--- src/rtl/split_timer16_pkg.sv ---
// Shared types and register addresses for the split 16-bit timer/counter.
// Assumes a byte-wide write port with a 3-bit address.
package split_timer16_pkg;

    // How the two halves are fed and joined
    typedef enum logic [1:0] {
        MODE_PAIR     = 2'd0,  // two prescaled 8-bit timers
        MODE_MIXED    = 2'd1,  // prescaled low timer, high event counter
        MODE_CASCADE  = 2'd2,  // one prescaled 16-bit timer
        MODE_EVENT16  = 2'd3   // one 16-bit event counter
    } tmr_mode_e;

    localparam int unsigned REG_ADDR_W = 3;

    localparam logic [REG_ADDR_W-1:0] REG_CTRL     = 3'd0;
    localparam logic [REG_ADDR_W-1:0] REG_RELOAD   = 3'd1;
    localparam logic [REG_ADDR_W-1:0] REG_MATCH_LO = 3'd2;
    localparam logic [REG_ADDR_W-1:0] REG_MATCH_HI = 3'd3;
    localparam logic [REG_ADDR_W-1:0] REG_FLAG_CLR = 3'd4;

endpackage

--- src/rtl/stm_prescaler.sv ---
// Two-stage prescaler: a fixed FIX_W-bit divider followed by a PRE_W-bit
// reloadable down-counter. Emits a one-cycle tick when both stages reach
// terminal count on an enabled cycle. A load restarts both stages.
// Assumes cyc_en is synchronous to clk.
module stm_prescaler #(
    parameter int unsigned FIX_W = 2,
    parameter int unsigned PRE_W = 8
) (
    input  logic             clk,
    input  logic             rst_n,
    input  logic             cyc_en,
    input  logic             load,
    input  logic [PRE_W-1:0] load_val,
    output logic             tick
);

    logic [FIX_W-1:0] fix_q;
    logic [PRE_W-1:0] down_q;
    logic [PRE_W-1:0] reload_q;
    logic             fix_done;

    // Fixed stage finishes once per 2**FIX_W enabled cycles
    assign fix_done = cyc_en && (&fix_q);
    // Tick when the programmable stage is at zero as the fixed stage finishes
    assign tick     = fix_done && (down_q == '0);

    // Store the reload value written by software
    always_ff @(posedge clk) begin
        if (!rst_n)    reload_q <= '0;
        else if (load) reload_q <= load_val;
    end

    // Advance both stages; a load restarts them from the new value
    always_ff @(posedge clk) begin
        if (!rst_n) begin
            fix_q  <= '0;
            down_q <= '0;
        end else if (load) begin
            fix_q  <= '0;
            down_q <= load_val;
        end else if (cyc_en) begin
            fix_q <= fix_q + 1'b1;
            if (fix_done)
                down_q <= (down_q == '0) ? reload_q : down_q - 1'b1;
        end
    end

    AST_TICK_RELOADS: assert property (@(posedge clk) disable iff (!rst_n)
        (tick && !load) |=> (down_q == reload_q));
    AST_LOAD_RESTARTS: assert property (@(posedge clk) disable iff (!rst_n)
        load |=> (fix_q == '0 && down_q == $past(load_val)));
    AST_IDLE_PAUSES: assert property (@(posedge clk) disable iff (!rst_n)
        (!cyc_en && !load) |=> ($stable(fix_q) && $stable(down_q)));

endmodule

--- src/rtl/stm_event_sync.sv ---
// Brings the asynchronous event input into the clock domain through
// SYNC_STAGES flops and reports a one-cycle pulse on each rising edge.
// Assumes every level of evt lasts across at least one clock edge.
module stm_event_sync #(
    parameter int unsigned SYNC_STAGES = 2
) (
    input  logic clk,
    input  logic rst_n,
    input  logic evt,
    output logic rise
);

    logic [SYNC_STAGES:0] shift_q;

    // Shift the input through the synchroniser plus one edge-detect flop
    always_ff @(posedge clk) begin
        if (!rst_n) shift_q <= '0;
        else        shift_q <= {shift_q[SYNC_STAGES-1:0], evt};
    end

    assign rise = shift_q[SYNC_STAGES-1] && !shift_q[SYNC_STAGES];

    AST_RISE_ONE_CYCLE: assert property (@(posedge clk) disable iff (!rst_n)
        rise |=> !rise);

endmodule

--- src/rtl/stm_half.sv ---
// One W-bit half of the timer: clears on clr, else increments on step,
// and reports whether its value equals the supplied match value.
// Assumes clr is only raised together with step by the steering logic.
module stm_half #(
    parameter int unsigned W = 8
) (
    input  logic         clk,
    input  logic         rst_n,
    input  logic         step,
    input  logic         clr,
    input  logic [W-1:0] match_val,
    output logic [W-1:0] cnt,
    output logic         at_match
);

    logic [W-1:0] cnt_q;

    // Count register: clear takes priority over increment
    always_ff @(posedge clk) begin
        if (!rst_n)    cnt_q <= '0;
        else if (clr)  cnt_q <= '0;
        else if (step) cnt_q <= cnt_q + 1'b1;
    end

    assign cnt      = cnt_q;
    assign at_match = (cnt_q == match_val);

    AST_CLEAR_TO_ZERO: assert property (@(posedge clk) disable iff (!rst_n)
        clr |=> (cnt_q == '0));
    AST_STEP_ADDS_ONE: assert property (@(posedge clk) disable iff (!rst_n)
        (step && !clr) |=> (cnt_q == $past(cnt_q) + 1'b1));
    AST_IDLE_HOLDS: assert property (@(posedge clk) disable iff (!rst_n)
        (!step && !clr) |=> $stable(cnt_q));

endmodule

--- src/rtl/split_timer16.sv ---
// Four-mode 16-bit timer/counter. Holds the software registers, steers
// prescaler ticks or synchronised event edges into two halves according
// to the mode, and keeps one sticky match flag per half.
// Assumes wr_addr values above 4 are never written.
module split_timer16
    import split_timer16_pkg::*;
#(
    parameter int unsigned HALF_W      = 8,
    parameter int unsigned PRE_W       = 8,
    parameter int unsigned FIX_W       = 2,
    parameter int unsigned SYNC_STAGES = 2
) (
    input  logic                  clk,
    input  logic                  rst_n,
    input  logic                  cyc_en,
    input  logic                  wr_en,
    input  logic [REG_ADDR_W-1:0] wr_addr,
    input  logic [HALF_W-1:0]     wr_data,
    input  logic                  evt_in,
    output logic                  flag_lo,
    output logic                  flag_hi,
    output logic [2*HALF_W-1:0]   count
);

    localparam int unsigned NHALF = 2;

    tmr_mode_e        mode_q;
    logic [NHALF-1:0] run_q;
    logic [HALF_W-1:0] match_q [NHALF];
    logic [NHALF-1:0] flag_q;

    logic              tick, evt_rise, wide;
    logic              src_lo, src_hi, wide_step, both_match, lo_at_max;
    logic [NHALF-1:0]  h_step, h_clr, h_match, flag_set, flag_wclr;
    logic [HALF_W-1:0] h_cnt [NHALF];
    logic              wr_ctrl, wr_reload;

    assign wr_ctrl   = wr_en && (wr_addr == REG_CTRL);
    assign wr_reload = wr_en && (wr_addr == REG_RELOAD);
    assign flag_wclr = (wr_en && (wr_addr == REG_FLAG_CLR)) ? wr_data[NHALF-1:0] : '0;

    // Control and match registers written from the software port
    always_ff @(posedge clk) begin
        if (!rst_n) begin
            mode_q     <= MODE_PAIR;
            run_q      <= '0;
            match_q[0] <= '1;
            match_q[1] <= '1;
        end else if (wr_en) begin
            if (wr_ctrl) begin
                mode_q <= tmr_mode_e'(wr_data[1:0]);
                run_q  <= wr_data[3:2];
            end
            if (wr_addr == REG_MATCH_LO) match_q[0] <= wr_data;
            if (wr_addr == REG_MATCH_HI) match_q[1] <= wr_data;
        end
    end

    stm_prescaler #(
        .FIX_W (FIX_W),
        .PRE_W (PRE_W)
    ) u_pre (
        .clk      (clk),
        .rst_n    (rst_n),
        .cyc_en   (cyc_en),
        .load     (wr_reload),
        .load_val (wr_data[PRE_W-1:0]),
        .tick     (tick)
    );

    stm_event_sync #(
        .SYNC_STAGES (SYNC_STAGES)
    ) u_sync (
        .clk   (clk),
        .rst_n (rst_n),
        .evt   (evt_in),
        .rise  (evt_rise)
    );

    // Choose each half's clock source and its step/clear per mode
    always_comb begin
        wide       = (mode_q == MODE_CASCADE) || (mode_q == MODE_EVENT16);
        src_lo     = (mode_q == MODE_EVENT16) ? evt_rise : tick;
        src_hi     = (mode_q == MODE_PAIR || mode_q == MODE_CASCADE) ? tick : evt_rise;
        lo_at_max  = &h_cnt[0];
        both_match = h_match[0] && h_match[1];
        wide_step  = src_lo && run_q[0];
        if (wide) begin
            h_step[0]   = wide_step;
            h_step[1]   = wide_step && lo_at_max && !both_match;
            h_clr[0]    = wide_step && both_match;
            h_clr[1]    = wide_step && both_match;
            flag_set[0] = 1'b0;
            flag_set[1] = wide_step && both_match;
        end else begin
            h_step[0]   = src_lo && run_q[0];
            h_step[1]   = src_hi && run_q[1];
            h_clr[0]    = h_step[0] && h_match[0];
            h_clr[1]    = h_step[1] && h_match[1];
            flag_set    = h_clr;
        end
    end

    genvar gi;
    generate
        for (gi = 0; gi < NHALF; gi++) begin : g_half
            stm_half #(
                .W (HALF_W)
            ) u_half (
                .clk       (clk),
                .rst_n     (rst_n),
                .step      (h_step[gi]),
                .clr       (h_clr[gi]),
                .match_val (match_q[gi]),
                .cnt       (h_cnt[gi]),
                .at_match  (h_match[gi])
            );

            // Sticky flag: a set in the same cycle beats a software clear
            always_ff @(posedge clk) begin
                if (!rst_n) flag_q[gi] <= 1'b0;
                else        flag_q[gi] <= flag_set[gi] || (flag_q[gi] && !flag_wclr[gi]);
            end
        end
    endgenerate

    assign flag_lo = flag_q[0];
    assign flag_hi = flag_q[1];
    assign count   = {h_cnt[1], h_cnt[0]};

    AST_FLAG_STICKY: assert property (@(posedge clk) disable iff (!rst_n)
        (flag_q[0] && !flag_wclr[0]) |=> flag_q[0]);
    AST_SET_BEATS_CLEAR: assert property (@(posedge clk) disable iff (!rst_n)
        flag_set[1] |=> flag_q[1]);
    AST_WIDE_LO_QUIET: assert property (@(posedge clk) disable iff (!rst_n)
        (wide && !flag_q[0]) |=> !flag_q[0]);
    AST_EVENT16_EDGE_ONLY: assert property (@(posedge clk) disable iff (!rst_n)
        (mode_q == MODE_EVENT16 && !evt_rise) |=> $stable(count));
    AST_STOPPED_LOW_HOLDS: assert property (@(posedge clk) disable iff (!rst_n)
        !run_q[0] |=> $stable(h_cnt[0]));

endmodule

--- config.mk ---
export PLATFORM = sky130hd
export DESIGN_NAME = split_timer16
export DESIGN_NICKNAME = d
export VERILOG_FILES = /design/src/rtl/split_timer16_pkg.sv /design/src/rtl/stm_prescaler.sv /design/src/rtl/stm_event_sync.sv /design/src/rtl/stm_half.sv /design/src/rtl/split_timer16.sv
export SDC_FILE = /design/constraint.sdc
export NUM_CORES = 1
export LEC_CHECK = 0
export ABC_AREA = 1
export BUFFER_PORTS_ARGS = -buffer_cell sky130_fd_sc_hd__buf_2
export CAP_MARGIN = 20
export CORE_MARGIN = 4
export CORE_UTILIZATION = 35
export CTS_CLUSTER_DIAMETER = 100
export DETAILED_ROUTE_END_ITERATION = 10
export PLACE_DENSITY = 0.61
export RECOVER_POWER = 50
export SYNTH_ARGS = -nofsm -noshare
export SYNTH_HDL_FRONTEND = slang
export SYNTH_SLANG_ARGS = --single-unit
--- constraint.sdc ---
create_clock -name clk -period 3.6 [get_ports clk]
set_input_delay 0.54 -clock clk [delete_from_list [all_inputs] [get_ports clk]]
set_output_delay 0.54 -clock clk [all_outputs]
set_load 0.03 [all_outputs]
==> results.py <==
metrics = {
    "grt": {
        "grt_usage_pct": 15.5,
        "grt_pass1_wl_um": 12400,
        "grt_antenna_before_repair": 0,
        "grt_pass1_vias": 2626,
        "grt_start_max_net_pins": 19,
        "grt-ovfl-total": 0,
    },
    "clock_tree": {
        "post-cts-setup-buffers": 0,
        "cts_tree": "done",
        "root_buffer": "clkbuf_8",
        "cts.clk_slew.worst_paths_ns": 0.07,
        "postCtsResizedCells": 0,
        "clock_path_buffers": 2,
        "clkLatencyLatePin_ns": 0.34,
        "holdBufCountCts": 0,
        "cts_buffers": 9,
        "htreeDepth": 3,
        "clock_sinks": 59,
    },
    "setup_path": {
        "crit_buf_inv": 2,
        "path_cells": "clkbuf_1, inv_1, nor3_1, nand2_1",
        "cpPeakStageDelay_ns": 0.83,
        "cp_top_family": "simple AND/OR/NAND/NOR gates",
        "r2r_setup_slack_ns": 1.63,
        "crit_cells": 4,
        "cp_slowest_cell": "nor3_1",
        "crit_arrival_ns": 2.52,
        "crit_type": "input port to register",
        "crit_fanout": 18,
        "reg2reg_to": "g_half[1].u_half.cnt[0]",
        "critPathLaunch": "rst_n",
        "critPathCaptureType": "register",
        "timing.rr.start": "u_pre.down_q[0]",
        "ff2ff_path_depth": 13,
        "crit_path_start_kind": "input port",
        "required_ns": 3.64,
        "cp-endpoint": "match_q[0][4]",
    },
    "pwr": {
        "intPower_mw": 1.13,
        "p_per_area_mw_per_mm2": 424,
        "finalPower_mw": 1.51,
        "switching_share_pct": 24.6,
        "power_leakage_nw": 1.55,
        "sequentialPowerShare_pct": 47.9,
        "p_sw_mw": 0.371,
        "power.share.clock_pct": 43.1,
        "combPwrFrac_pct": 9.0,
        "vdd.ir_drop.worst_mv": 0.230,
    },
    "layout": {
        "n_antenna_cell": 0,
        "drive_gt1_share_pct": 10.6,
        "nNetsFinal": 497,
        "final_core_util_pct": 41.1,
        "syn_to_final_growth_pct": 14.9,
    },
    "route": {
        "viasPerCell": 4.76,
        "drt-total-wl_um": 7380,
        "ant_nets": 0,
        "wl_per_cell_um": 12.5,
        "first_pass_iters": 4,
        "vias": 2802,
        "drt_iter0_drc": 114,
        "drc": 0,
    },
    "logic_synthesis": {
        "syn_nets": 456,
        "synth.area.top_cells": "dfxtp_1 28%, nand2_1 16%, edfxtp_1 16%",
        "ys_seq_area_share_pct": 43.4,
        "syn_inst": 435,
        "yosysWarnings": 0,
        "yosysTopAreaCell": "dfxtp_1",
        "yosysTopAreaCellShare_pct": 27.9,
        "ys_ff_latch": 59,
        "synth_cell_types": 32,
        "postSynth.asyncResetShare_pct": 0,
        "synth_edf_count": 16,
        "ys.flop_type": "dfxtp_1",
        "syn_area_per_cell_um2": 7.10,
        "synth_area_mm2": 0.00309,
    },
    "sta": {
        "maxSlewViolCount": 0,
        "min_period_ns": 2.48,
        "slew_headroom_pct": 39.6,
        "max_freq_mhz": 404,
        "rsz0062_at_grt": "false",
        "clock_skew_ns": 0.0128,
        "worst_pin_slew_ns": 0.899,
        "setup_tns_ns": 0,
        "timing.final.crit_share_pct": 68.8,
        "setup_violations": 0,
        "hold_viol": 0,
    },
    "placed_design": {
        "io_buffer_count": 33,
        "hpwl_um": 5600,
        "gp_congestion": 0.862,
    },
    "floorplan": {
        "coreArea_mm2": 0.00864,
        "initial_core_util_pct": 35.8,
        "placementRows": 34,
        "die_w_um": 102,
        "io_pins": 34,
        "die_y_um": 102,
        "design.die.area_mm2": 0.0104,
    },
    "outcome": {
        "outcome": "completed",
    },
    "run": {
        "max_cap_violations": 0,
    },
    "worst_hold_path": {
        "hold_path_class": "input port to register",
    },
}
power groups by stage:
stage | clock [mW] | combinational, mW | sequential [mW]
6_report | 0.649 | 0.135 | 0.722
5_1_grt | 0.697 | 0.156 | 0.724
4_1_cts | 0.661 | 0.138 | 0.722
3_5_place_dp | 0 | 0.137 | 0.736
3_3_place_gp | 0 | 0.134 | 0.736
2_1_floorplan | 0 | 0.0982 | 0.731
Yosys cell counts (3+ instances only):
| library cell | number |
|---|---|
| inv_2 | 8 |
| nand2_1 | 130 |
| nand4_1 | 3 |
| edfxtp_1 | 16 |
| nand3_1 | 17 |
| o22ai_1 | 3 |
| clkbuf_1 | 4 |
| o211ai_1 | 5 |
| xor2_1 | 8 |
| ha_1 | 5 |
| dfxtp_1 | 43 |
| a21oi_1 | 22 |
| nand2_4 | 3 |
| nor2_1 | 43 |
| nor3_1 | 9 |
| a31oi_1 | 6 |
| nor2_2 | 3 |
| inv_1 | 72 |
| o21ai_0 | 17 |
metal layers:
layer,part of all wire [%],vias to the layer above,global-route usage (%)
li1,-,1454,-
met4,1.3,0,4.34
met2,50,56,26.4
met5,0,-,0
met1,43,1284,18.7
met3,5.2,8,4.98
layout make-up:
cell class,count,area [µm²]
inverter,80,300
fill,931,5080
multi-input combinational,290,1410
clock buffer,10,128
sequential,59,1340
timing repair buffer,36,154
clock inverter,6,80.1
tap,108,135
through the flow:
step | hold slack (ns) | cells | worst slack [ns] | area (µm²)
after CTS | 0.373 | 589 | 1.60 | 3590
after global placement | 0.395 | 573 | 1.27 | 3380
after floorplan | 0.390 | 435 | 1.68 | 3090
after global routing | 0.384 | 589 | 0.928 | 3550
after detailed placement | 0.408 | 573 | 1.24 | 3380
final | 0.384 | 589 | 1.12 | 3550
state kept, by name, indices dropped and copies added, names as in the netlist:
signal and count:
flag_hi 1, flag_lo 1, g_half.u_half.cnt 16, match_q 16, mode_q 2, run_q 2, u_pre.down_q 8, u_pre.fix_q 2
u_pre.reload_q 8, u_sync.shift_q 3
placed cells by master, fill, tap and decap left out:
master,n
ha_1,5
xor2_1,8
clkinv_1,2
nor2_1,43
nand3_2,2
clkinv_2,1
nor3_1,9
nand4_1,3
clkbuf_8,9
a31oi_1,6
edfxtp_1,16
inv_2,8
o221ai_1,1
nor2_4,2
o211ai_1,5
nand3_1,17
dfxtp_1,43
a21oi_1,22
mux2i_1,1
a31oi_2,1
nor3_2,1
clkinvlp_4,1
xnor2_1,2
or2_0,1
clkbuf_1,22
nor2_2,3
buf_2,15
bufinv_16,2
nand2_1,130
nand2_4,3
o21ai_0,17
inv_1,72
nand2_2,2
or2_2,1
o31ai_1,2
o22ai_1,3
cells by family (layout without fill, tap and decap cells):
| logic type | Yosys count | after routing | share of synthesized area (%) |
|---|---|---|---|
| adders and majority gates | 5 | 5 | 2.02 |
| and+or+nand+nor | 217 | 217 | 30.0 |
| buffers and inverters | 86 | 132 | 10.8 |
| muxes | 1 | 1 | 0.324 |
| xor gates and xnor gates | 10 | 10 | 2.83 |
| AOI/OAI and AO/OA | 57 | 57 | 10.5 |
| DFF | 59 | 59 | 43.4 |
worst min-delay path: stages:
cell and delay (ns):
buf_2 0.07, nand2_1 0.04, inv_1 0.04
how the worst min path moves through the flow:
stage | to | depth (start not counted) | startpoint
floorplan | u_sync.shift_q[1] | 2 | u_sync.shift_q[0]
global placement | u_sync.shift_q[1] | 2 | u_sync.shift_q[0]
detailed placement | u_sync.shift_q[1] | 2 | u_sync.shift_q[0]
CTS | u_sync.shift_q[0] | 3 | evt_in
global route | u_sync.shift_q[0] | 3 | evt_in
finish | u_sync.shift_q[0] | 3 | evt_in
Note: power is estimated with default switching activity, not from simulation.
